### config.mk
export PLATFORM = sky130hd
export DESIGN_NAME = sdram_cmd_tracker
export DESIGN_NICKNAME = d
export VERILOG_FILES = /design/src/rtl/sdcmd_pkg.sv /design/src/rtl/sdcmd_decode.sv /design/src/rtl/sdcmd_bank_table.sv /design/src/rtl/sdcmd_power.sv /design/src/rtl/sdram_cmd_tracker.sv
export SDC_FILE = /design/constraint.sdc
export NUM_CORES = 1
export LEC_CHECK = 0
export BUFFER_PORTS_ARGS = -buffer_cell sky130_fd_sc_hd__buf_4
export CELL_PAD_IN_SITES_DETAIL_PLACEMENT = 2
export CELL_PAD_IN_SITES_GLOBAL_PLACEMENT = 2
export CORE_MARGIN = 2
export CORE_UTILIZATION = 30
export DETAILED_ROUTE_END_ITERATION = 16
export PLACE_DENSITY_LB_ADDON = 0.1
export REMOVE_ABC_BUFFERS = 1
export SYNTH_ARGS = -nofsm -noshare
export SYNTH_HDL_FRONTEND = slang
export SYNTH_SLANG_ARGS = --single-unit
### constraint.sdc
create_clock -name clk -period 2.43 [get_ports clk]
set_clock_uncertainty 0.05 [all_clocks]
set_input_delay 0 -clock clk [delete_from_list [all_inputs] [get_ports clk]]
set_output_delay 0 -clock clk [all_outputs]
set_load 0.02 [all_outputs]
### src/rtl/sdcmd_pkg.sv
package sdcmd_pkg;

  typedef enum logic [3:0] {
    CMD_NOP  = 4'd0,
    CMD_ACT  = 4'd1,
    CMD_RD   = 4'd2,
    CMD_WR   = 4'd3,
    CMD_PRE  = 4'd4,
    CMD_PREA = 4'd5,
    CMD_REF  = 4'd6,
    CMD_MRS  = 4'd7,
    CMD_SREF = 4'd8
  } cmd_e;

  typedef enum logic [1:0] {
    PWR_AWAKE    = 2'd0,
    PWR_PRE_PD   = 2'd1,
    PWR_ACT_PD   = 2'd2,
    PWR_SELF_REF = 2'd3
  } pwr_e;

  // Code bits ordered {cs_n, ras_n, cas_n, we_n}
  function automatic cmd_e decode_cmd(input logic [3:0] code, input logic a10);
    cmd_e c;
    case (code)
      4'b0011: c = CMD_ACT;
      4'b0101: c = CMD_RD;
      4'b0100: c = CMD_WR;
      4'b0010: c = a10 ? CMD_PREA : CMD_PRE;
      4'b0001: c = CMD_REF;
      4'b0000: c = CMD_MRS;
      default: c = CMD_NOP;
    endcase
    return c;
  endfunction

  function automatic logic is_reserved(input logic [3:0] code);
    return code == 4'b0110;
  endfunction

  // Next open flag of one bank
  function automatic logic bank_next(input logic cur, input logic hit,
                                     input cmd_e cmd, input logic ap);
    logic n;
    n = cur;
    if (cmd == CMD_PREA) begin
      n = 1'b0;
    end else if (hit) begin
      case (cmd)
        CMD_ACT: n = 1'b1;
        CMD_PRE: n = 1'b0;
        CMD_RD, CMD_WR: if (cur && ap) n = 1'b0;
        default: n = cur;
      endcase
    end
    return n;
  endfunction

  // State taken when clock enable drops while awake
  function automatic pwr_e low_power_target(input logic any_open, input logic ref_req);
    pwr_e p;
    if (any_open)     p = PWR_ACT_PD;
    else if (ref_req) p = PWR_SELF_REF;
    else              p = PWR_PRE_PD;
    return p;
  endfunction

endpackage

### src/rtl/sdcmd_decode.sv
module sdcmd_decode
  import sdcmd_pkg::*;
(
  input  logic [3:0] code_i,
  input  logic       a10_i,
  input  logic       exec_i,
  output cmd_e       raw_cmd_o,
  output cmd_e       cmd_o,
  output logic       reserved_o
);
  assign raw_cmd_o  = decode_cmd(code_i, a10_i);
  assign cmd_o      = exec_i ? raw_cmd_o : CMD_NOP;
  assign reserved_o = exec_i & is_reserved(code_i);
endmodule

### src/rtl/sdcmd_bank_table.sv
module sdcmd_bank_table
  import sdcmd_pkg::*;
#(
  parameter int NUM_BANKS = 8,
  parameter int BANK_W    = $clog2(NUM_BANKS)
) (
  input  logic                 clk,
  input  logic                 rst_n,
  input  cmd_e                 cmd_i,
  input  logic [BANK_W-1:0]    bank_i,
  input  logic                 ap_i,
  output logic [NUM_BANKS-1:0] open_o,
  output logic                 any_open_o,
  output logic                 illegal_o
);
  logic [NUM_BANKS-1:0] open_q;
  logic [NUM_BANKS-1:0] open_d;
  logic                 sel_open;

  assign sel_open = open_q[bank_i];

  for (genvar b = 0; b < NUM_BANKS; b++) begin : g_bank
    logic hit;
    assign hit       = (bank_i == BANK_W'(b));
    assign open_d[b] = bank_next(open_q[b], hit && !illegal_o, cmd_i, ap_i);
  end

  assign illegal_o = ((cmd_i == CMD_ACT) && sel_open) ||
                     (((cmd_i == CMD_RD) || (cmd_i == CMD_WR)) && !sel_open);

  always_ff @(posedge clk or negedge rst_n) begin
    if (!rst_n) open_q <= '0;
    else        open_q <= open_d;
  end

  assign open_o     = open_q;
  assign any_open_o = |open_q;
endmodule

### src/rtl/sdcmd_power.sv
module sdcmd_power
  import sdcmd_pkg::*;
(
  input  logic clk,
  input  logic rst_n,
  input  logic cke_i,
  input  logic any_open_i,
  input  logic ref_req_i,
  output pwr_e state_o,
  output pwr_e pwr_o,
  output logic exec_o,
  output logic sref_entry_o
);
  pwr_e state_q;
  pwr_e state_d;
  logic entry;

  assign exec_o       = (state_q == PWR_AWAKE) && cke_i;
  assign entry        = (state_q == PWR_AWAKE) && !cke_i;
  assign sref_entry_o = entry && ref_req_i && !any_open_i;

  always_comb begin
    state_d = state_q;
    if (state_q == PWR_AWAKE) begin
      if (!cke_i) state_d = low_power_target(any_open_i, ref_req_i);
    end else if (cke_i) begin
      state_d = PWR_AWAKE;
    end
  end

  always_ff @(posedge clk or negedge rst_n) begin
    if (!rst_n) state_q <= PWR_AWAKE;
    else        state_q <= state_d;
  end

  // Self-refresh exit does not wait for an edge
  assign pwr_o   = ((state_q == PWR_SELF_REF) && cke_i) ? PWR_AWAKE : state_q;
  assign state_o = state_q;
endmodule

### src/rtl/sdram_cmd_tracker.sv
module sdram_cmd_tracker
  import sdcmd_pkg::*;
#(
  parameter int NUM_BANKS = 8,
  parameter int ADDR_W    = 16,
  parameter int AP_BIT    = 10,
  localparam int BANK_W   = $clog2(NUM_BANKS)
) (
  input  logic                 clk,
  input  logic                 rst_n,
  input  logic                 cke_i,
  input  logic                 cs_n_i,
  input  logic                 ras_n_i,
  input  logic                 cas_n_i,
  input  logic                 we_n_i,
  input  logic [BANK_W-1:0]    bank_i,
  input  logic [ADDR_W-1:0]    addr_i,
  output logic [3:0]           cmd_o,
  output logic [NUM_BANKS-1:0] bank_open_o,
  output logic                 illegal_o,
  output logic                 mr_wr_o,
  output logic [BANK_W-1:0]    mr_sel_o,
  output logic [ADDR_W-1:0]    mr_op_o,
  output logic [1:0]           pwr_o
);
  logic [3:0] code_w;
  cmd_e       raw_cmd_w;
  cmd_e       exec_cmd_w;
  logic       reserved_w;
  logic       exec_w;
  logic       sref_entry_w;
  logic       any_open_w;
  logic       bank_illegal_w;
  logic       ref_req_w;
  pwr_e       pwr_state_w;
  pwr_e       pwr_vis_w;

  cmd_e                cmd_q;
  logic                illegal_q;
  logic                mr_wr_q;
  logic [BANK_W-1:0]   mr_sel_q;
  logic [ADDR_W-1:0]   mr_op_q;

  assign code_w    = {cs_n_i, ras_n_i, cas_n_i, we_n_i};
  assign ref_req_w = (raw_cmd_w == CMD_REF);

  sdcmd_decode u_dec (
    .code_i    (code_w),
    .a10_i     (addr_i[AP_BIT]),
    .exec_i    (exec_w),
    .raw_cmd_o (raw_cmd_w),
    .cmd_o     (exec_cmd_w),
    .reserved_o(reserved_w)
  );

  sdcmd_bank_table #(.NUM_BANKS(NUM_BANKS), .BANK_W(BANK_W)) u_banks (
    .clk       (clk),
    .rst_n     (rst_n),
    .cmd_i     (exec_cmd_w),
    .bank_i    (bank_i),
    .ap_i      (addr_i[AP_BIT]),
    .open_o    (bank_open_o),
    .any_open_o(any_open_w),
    .illegal_o (bank_illegal_w)
  );

  sdcmd_power u_pwr (
    .clk         (clk),
    .rst_n       (rst_n),
    .cke_i       (cke_i),
    .any_open_i  (any_open_w),
    .ref_req_i   (ref_req_w),
    .state_o     (pwr_state_w),
    .pwr_o       (pwr_vis_w),
    .exec_o      (exec_w),
    .sref_entry_o(sref_entry_w)
  );

  always_ff @(posedge clk or negedge rst_n) begin
    if (!rst_n) begin
      cmd_q     <= CMD_NOP;
      illegal_q <= 1'b0;
      mr_wr_q   <= 1'b0;
      mr_sel_q  <= '0;
      mr_op_q   <= '0;
    end else begin
      cmd_q     <= sref_entry_w ? CMD_SREF : exec_cmd_w;
      illegal_q <= bank_illegal_w || reserved_w;
      mr_wr_q   <= (exec_cmd_w == CMD_MRS);
      if (exec_cmd_w == CMD_MRS) begin
        mr_sel_q <= bank_i;
        mr_op_q  <= addr_i;
      end
    end
  end

  assign cmd_o     = cmd_q;
  assign illegal_o = illegal_q;
  assign mr_wr_o   = mr_wr_q;
  assign mr_sel_o  = mr_sel_q;
  assign mr_op_o   = mr_op_q;
  assign pwr_o     = pwr_vis_w;
endmodule

# Yosys cells after proc, flatten, opt, wreduce, memory -nomap -nowiden
# Cells that the tools add are included.
[word_totals] output_inout_bits=35 register_bits=35 elab_cells=144
[classes] eq_ne=30 magnitude_cmp=1 n_reduce_logical=54 mux=44 bitwise=1
[ops] operator="equality test 4 x 3 -> 1 bit, second input constant" n=7
[ops] operator="two-way mux 1 bit" n=26
[ops] operator="!= test 3 x 1 -> 1 bit, second input constant" n=8
[ops] operator="case mux 1 bit (3 select lines)" n=8
[ops] operator="case mux 4 bit (6 select lines)" n=1
[ops] operator="AND reduction 3 bit" n=8
[ops] operator="logical AND 1 bit" n=23
[ops] operator="nonzero test 2 bit" n=9
[ops] operator="equality test 4 x 2 -> 1 bit, second input constant" n=4
[ops] operator="equality test 3 bit, second input constant" n=4
[ops] operator="two-way mux 2 bit" n=6
[ops] operator="equality test 4 x 1 -> 1 bit, second input constant" n=2
[ops] operator="two-way mux 4 bit" n=2
[ops] operator="OR reduction 8 bit" n=1
[ops] operator="equality test 3 x 2 -> 1 bit, second input constant" n=2
[ops] operator="logical NOT 1 bit" n=4
[ops] operator="logical NOT 4 bit" n=1
[ops] operator="< comparator 3 x 4 -> 1 bit, second input constant" n=1
[ops] operator="nonzero test 4 bit" n=1
[ops] operator="binary-select mux 1 bit (select 3 bit)" n=1
[ops] operator="equality test 3 x 1 -> 1 bit, second input constant" n=1
[ops] operator="logical NOT 3 bit" n=1
[ops] operator="logical OR 1 bit" n=3
[ops] operator="equality test 2 bit, second input constant" n=1
[ops] operator="5 further kinds" n=5

# Logic depth before layout (Yosys ltp)
[logic_depth] word_depth=11 mapped_depth=7 ltp_nobuf=6

# Hierarchy
# From an unflattened synthesis, not the netlist that was laid out.
[unflattened] cells_unflattened=168 area_unflattened_um2=1925.6
[modules_own_cells] mod="sdram_cmd_tracker" area_each_um2=1002.2 cells_per_inst=54 n_inst=1
[modules_own_cells] mod="sdcmd_bank_table" area_each_um2=679.4 cells_per_inst=82 n_inst=1
[modules_own_cells] mod="sdcmd_power" area_each_um2=145.1 cells_per_inst=16 n_inst=1
[modules_own_cells] mod="sdcmd_decode" area_each_um2=98.8 cells_per_inst=16 n_inst=1

# Worst setup path after synthesis
# Ideal clock, no wire load.
[synth_timing] kind="register to register" from="register u_pwr.state_q[1], in the netlist u_pwr.state_o[1]" to="register u_banks.open_q[5], in the netlist u_banks.open_o[5]" setup_ns=0.135 arrival_time_ns=1.956 stages_incl_launch_ff=8 setup_slack_ns=0.289 required_ns=2.245 path_cell_list="dfrtp_1 nor2_1 ha_1 or3b_4 or3_1 buf_2 a32oi_1 o21ai_0"
[synth_via] elab_chain_cells=11 elab_cells_between_ends=22 classes_between="6 x eq/ne; 4 x mux; 12 x reduce/logical"
[synth_lines] item="start, declared" line="sdcmd_power.sv:14" text="pwr_e state_q;"
[synth_lines] item="start signal, assigned" line="sdcmd_power.sv:33" text="else state_q <= state_d;"
[synth_lines] item="logical NOT 2 bit *" line="sdcmd_power.sv:18" text="assign exec_o = (state_q == PWR_AWAKE) && cke_i;"
[synth_lines] item="logical AND 1 bit *" line="sdcmd_power.sv:18"
[synth_lines] item="two-way mux 4 bit *" line="sdcmd_decode.sv:12" text="assign cmd_o = exec_i ? raw_cmd_o : CMD_NOP;"
[synth_lines] item="equality test 4 x 2 -> 1 bit" line="sdcmd_pkg.sv:49, sdcmd_bank_table.sv:29"
[synth_lines] item="logical OR 1 bit" line="sdcmd_bank_table.sv:29" text="(((cmd_i == CMD_RD) || (cmd_i == CMD_WR)) && !sel_open);"
[synth_lines] item="logical AND 1 bit" line="sdcmd_bank_table.sv:29"
[synth_lines] item="logical OR 1 bit" line="sdcmd_bank_table.sv:28" text="assign illegal_o = ((cmd_i == CMD_ACT) && sel_open) ||"
[synth_lines] item="logical NOT 1 bit" line="sdcmd_bank_table.sv:25" text="assign open_d[b] = bank_next(open_q[b], hit && !illegal_o, cmd_i, ap_i);"
[synth_lines] item="logical AND 1 bit" line="sdcmd_bank_table.sv:25"
[synth_lines] item="nonzero test 2 bit (no source line)"
[synth_lines] item="AND reduction 3 bit (no source line)"
[synth_lines] item="end signal, assigned" line="sdcmd_bank_table.sv:33" text="else open_q <= open_d;"
[synth_lines] item="end, declared" line="sdcmd_bank_table.sv:16" text="logic [NUM_BANKS-1:0] open_q;"
# Every way passes the cells marked *; elsewhere a longest branch is shown, timed or not. The select of a mux whose other input is x is not followed.
# A chain may end at the register's enable or synchronous reset.

# Final worst setup path
[layout_timing] from="register u_pwr.state_q[1], in the netlist u_pwr.state_o[1]" to="register u_banks.open_q[4], in the netlist u_banks.open_o[4]"
# The elaborated chain is that of the path after synthesis.

==> impl_metrics.csv <==
group,metric,value,unit
outcome,status,"finished clean",
timing,min_period_over_period,0.925,
timing,post-route-min-period,2.25,ns
global_route,grt_pass1_vias,1724,
drt,drtPass1Iterations,4,
worst_setup_path,reg2reg_setup_slack,0.18,ns
worst_setup_path,crit_chain,"nor2_1 -> ha_1 -> or3b_4 -> or3_4 -> a22oi_1 -> o21ai_0",
synthesis,yosysTopAreaCellShare,0.517,
cells_and_area,diodes,0,
timing,slew_headroom,0.574,
synthesis,netlist_area,1690,um2
clock_tree,worstSkewPairLatency,0.29,ns
worst_setup_path,crit_buf_inv,0,
power_and_ir_drop,max-vdd-ir-drop,419,uV
power_and_ir_drop,p_leak,1.19,nW
clock_tree,clk_path_buf_depth,2,
clock_tree,clk_pin_slew,0.08,ns
timing,hold_viol,0,
placement,gp_congestion,0.767,
placement,post_dp_cell_area,2240,um2
power_and_ir_drop,power_density,904,nW/um2
die,dieHeight,79.1,um
die,number_of_ports_placed_on_the_die_boundary,61,
die,area_of_the_die,6260,um2
clock_tree,cts_root_buffer,"clkbuf_8",
worst_setup_path,setup.worst_path.start,"u_pwr.state_o[1]",
global_route,grt_start_max_net_pins,36,
worst_setup_path,rr_worst_depth,6,
die,start_util,0.310,
synthesis,synthesis.area_per_instance,11.4,um2
worst_hold_path,min_path_type,"in -> reg",
worst_setup_path,path_class,"reg -> reg",
worst_setup_path,critPathLaunchType,"register",
global_route,number_of_antenna_violations_at_the_first_check_in_global_routing,0,
timing,clock.fmax,0.445,GHz
global_route,global_route.overflow_total,0,
worst_setup_path,setup.worst_path.end_class,"register",
global_route,grt.total_usage,0.187,
synthesis,netlist-cell-type-count,37,
cells_and_area,nNetsFinal,259,
cells_and_area,layout.cell_area.non_filler,2580,um2
clock_tree,post-cts-setup-buffers,0,
drt,vias,1530,
worst_setup_path,crit_path_top_delay_cell,"or3_4",
drt,route.detailed.drc,0,
worst_setup_path,worst-endpoint-required,2.52,ns
drt,drc_marker_count_from_the_first_detailed_route_iteration,47,
worst_setup_path,reg2reg_capture_point,"u_banks.open_o[4]",
flow_run,cap_viol_max_count,0,
synthesis,synthDominantAreaCellType,"dfrtp_1",
drt,postRouteAntennaNets,0,
timing,unrepaired_setup_endpoints_after_global_routing,"false",
worst_setup_path,critical_path.reg2reg.startpoint,"u_pwr.state_o[1]",
worst_setup_path,critical_path_arrival,2.34,ns
worst_setup_path,path_depth,6,
placement,port-buffer-count,60,
worst_setup_path,kind_of_cell_adding_the_most_delay_to_the_critical_path,"simple AND/OR/NAND/NOR gates",
worst_setup_path,critPathMaxStageDelay,0.47,ns
synthesis,synth_seq_area_share,0.517,
synthesis,yosys_warnings,0,
global_route,wire_length_of_the_first_global_routing_pass,8.91,mm
worst_setup_path,cp_max_fo,13,
timing,report.final.setup_viol,0,
synthesis,synth_seq_cells,35,
placement,dp_slack,0.105,ns
drt,route.final.wire_length,5.60,mm
clock_tree,tritoncts.num_buffers,5,
drt,average_wire_per_standard_cell,18.4,um
die,fp.coreArea,5470,um2
die,die_width,79.1,um
synthesis,syn-instance-count,149,
drt,vias_per_cell,5.03,
cells_and_area,synthToLayoutAreaGrowth,52.1,%
clock_tree,htree_num_levels,2,
synthesis,ranking_of_synthesized_cells_by_area,"dfrtp_1, mux2_2, nand2_1",
clock_tree,tritoncts,"yes",
timing,timing_worst_slew_pin_value,0.633,ns
timing,finalMaxSlewViolations,0,
die,rows,27,
worst_setup_path,worstSetupEndpoint,"u_banks.open_o[4]",
clock_tree,total_clock_sinks,35,
timing,fin_ws,0.181,ns
cells_and_area,fraction_of_layout_instances_using_a_drive_strength_above_1,0.422,
placement,dp_hpwl,3.73,mm
==> cell usage after synthesis, drive strengths merged <==
cell type / number
o21bai: 1
o21ai: 13
ha: 2
nand2: 15
a211oi: 2
or2: 2
nand3: 3
o211ai: 1
nor3b: 2
mux2: 19
or3: 2
nand2b: 3
clkbuf: 4
a31oi: 1
mux4: 2
nor2b: 1
buf: 4
nand3b: 2
nor3: 2
mux2i: 1
nor4: 3
nor2: 3
dfrtp: 35
o2111ai: 1
inv: 4
nor4b: 2
or3b: 1
and3b: 1
and2: 3
a21oi: 3
a22oi: 1
or4b: 1
nand4b: 1
a21boi: 4
a32oi: 4
==> repair_timing <==
item / CTS / global route
resized for setup: 0 / 1
endpoints found under the setup margin: 0 / 4
hold buffers: 20 / 0
hold endpoints to repair: 55 / 0
==> cells by family (layout without fill, tap and decap cells) <==
group / after synthesis / after routing / synth area share
flip-flops: 35 / 35 / 0.517
adder cells (fa/ha/maj): 2 / 2 / 0.0148
AND/OR/NAND/NOR: 47 / 47 / 0.163
multiplexers: 22 / 22 / 0.159
AO/OA/AOI/OAI: 31 / 31 / 0.117
buffers and inverters: 12 / 95 / 0.0295
==> final cells by class <==
cell class                 instances  area, um2
inverter                           4       15.0
tap                               72       90.1
clock inverter                     2       60.1
fill                             577       2900
sequential                        35        876
clock buffer                       6       72.6
timing repair buffer              83        686
multi-input combinational        102        778
==> how the worst min path moves through the flow <==
stage	depth (start not counted)	slack, ns	end	start
2_1_floorplan	0	-0.35	cmd_o[0]	rst_n
3_3_place_gp	1	-0.07	cmd_o[3]	rst_n
3_5_place_dp	1	-0.06	u_pwr.state_o[1]	rst_n
4_1_cts	2	0.0001	mr_sel_o[2]	bank_i[2]
5_1_grt	2	0.01	mr_sel_o[2]	bank_i[2]
6_report	2	0.008	mr_sel_o[2]	bank_i[2]
==> layout by cell type, fill, tap and decap left out, drive strengths merged, types with 3 or more instances in the layout <==
master	instances
buf	63
dfrtp	35
dlygate4sd3	20
mux2	19
nand2	15
o21ai	13
clkbuf	6
inv	4
a21boi	4
a32oi	4
nor2	3
nor4	3
nand2b	3
a21oi	3
nand3	3
and2	3
==> layer usage <==
metal,GRT usage,up-vias,wire [um]
li1,-,705,-
met1,0.221,779,2220
met2,0.339,38,3090
met3,0.0455,8,217
met4,0.0483,0,64
met5,0,-,0
==> registers in the layout, indices dropped and copies added, names as in the netlist <==
| name | flops |
|---|---|
| illegal_o | 1 |
| mr_sel_o | 3 |
| mr_op_o | 16 |
| u_pwr.state_o | 2 |
| u_banks.open_o | 8 |
| cmd_o | 4 |
| mr_wr_o | 1 |
==> power by group <==
group	total, mW	internal (mW)	switching [mW]
logic	0.853	0.414	0.439
clock network	0.627	0.410	0.217
registers	0.850	0.746	0.104
==> stage by stage <==
step / power (mW) / std cells / hold WS (ns) / util / setup TNS (ns)
finish: 2.33 / 304 / 0.00756 / 0.471 / 0
global route: 2.46 / 304 / 0.00994 / 0.471 / 0
CTS: 2.35 / 304 / 0.000112 / 0.470 / 0
detailed placement: 1.68 / 276 / -0.0578 / 0.409 / 0
global placement: 1.64 / 276 / -0.0739 / 0.409 / 0
floorplan: 1.26 / 141 / -0.346 / - / -13.92
No activity file was read; power rests on OpenSTA's default activity.
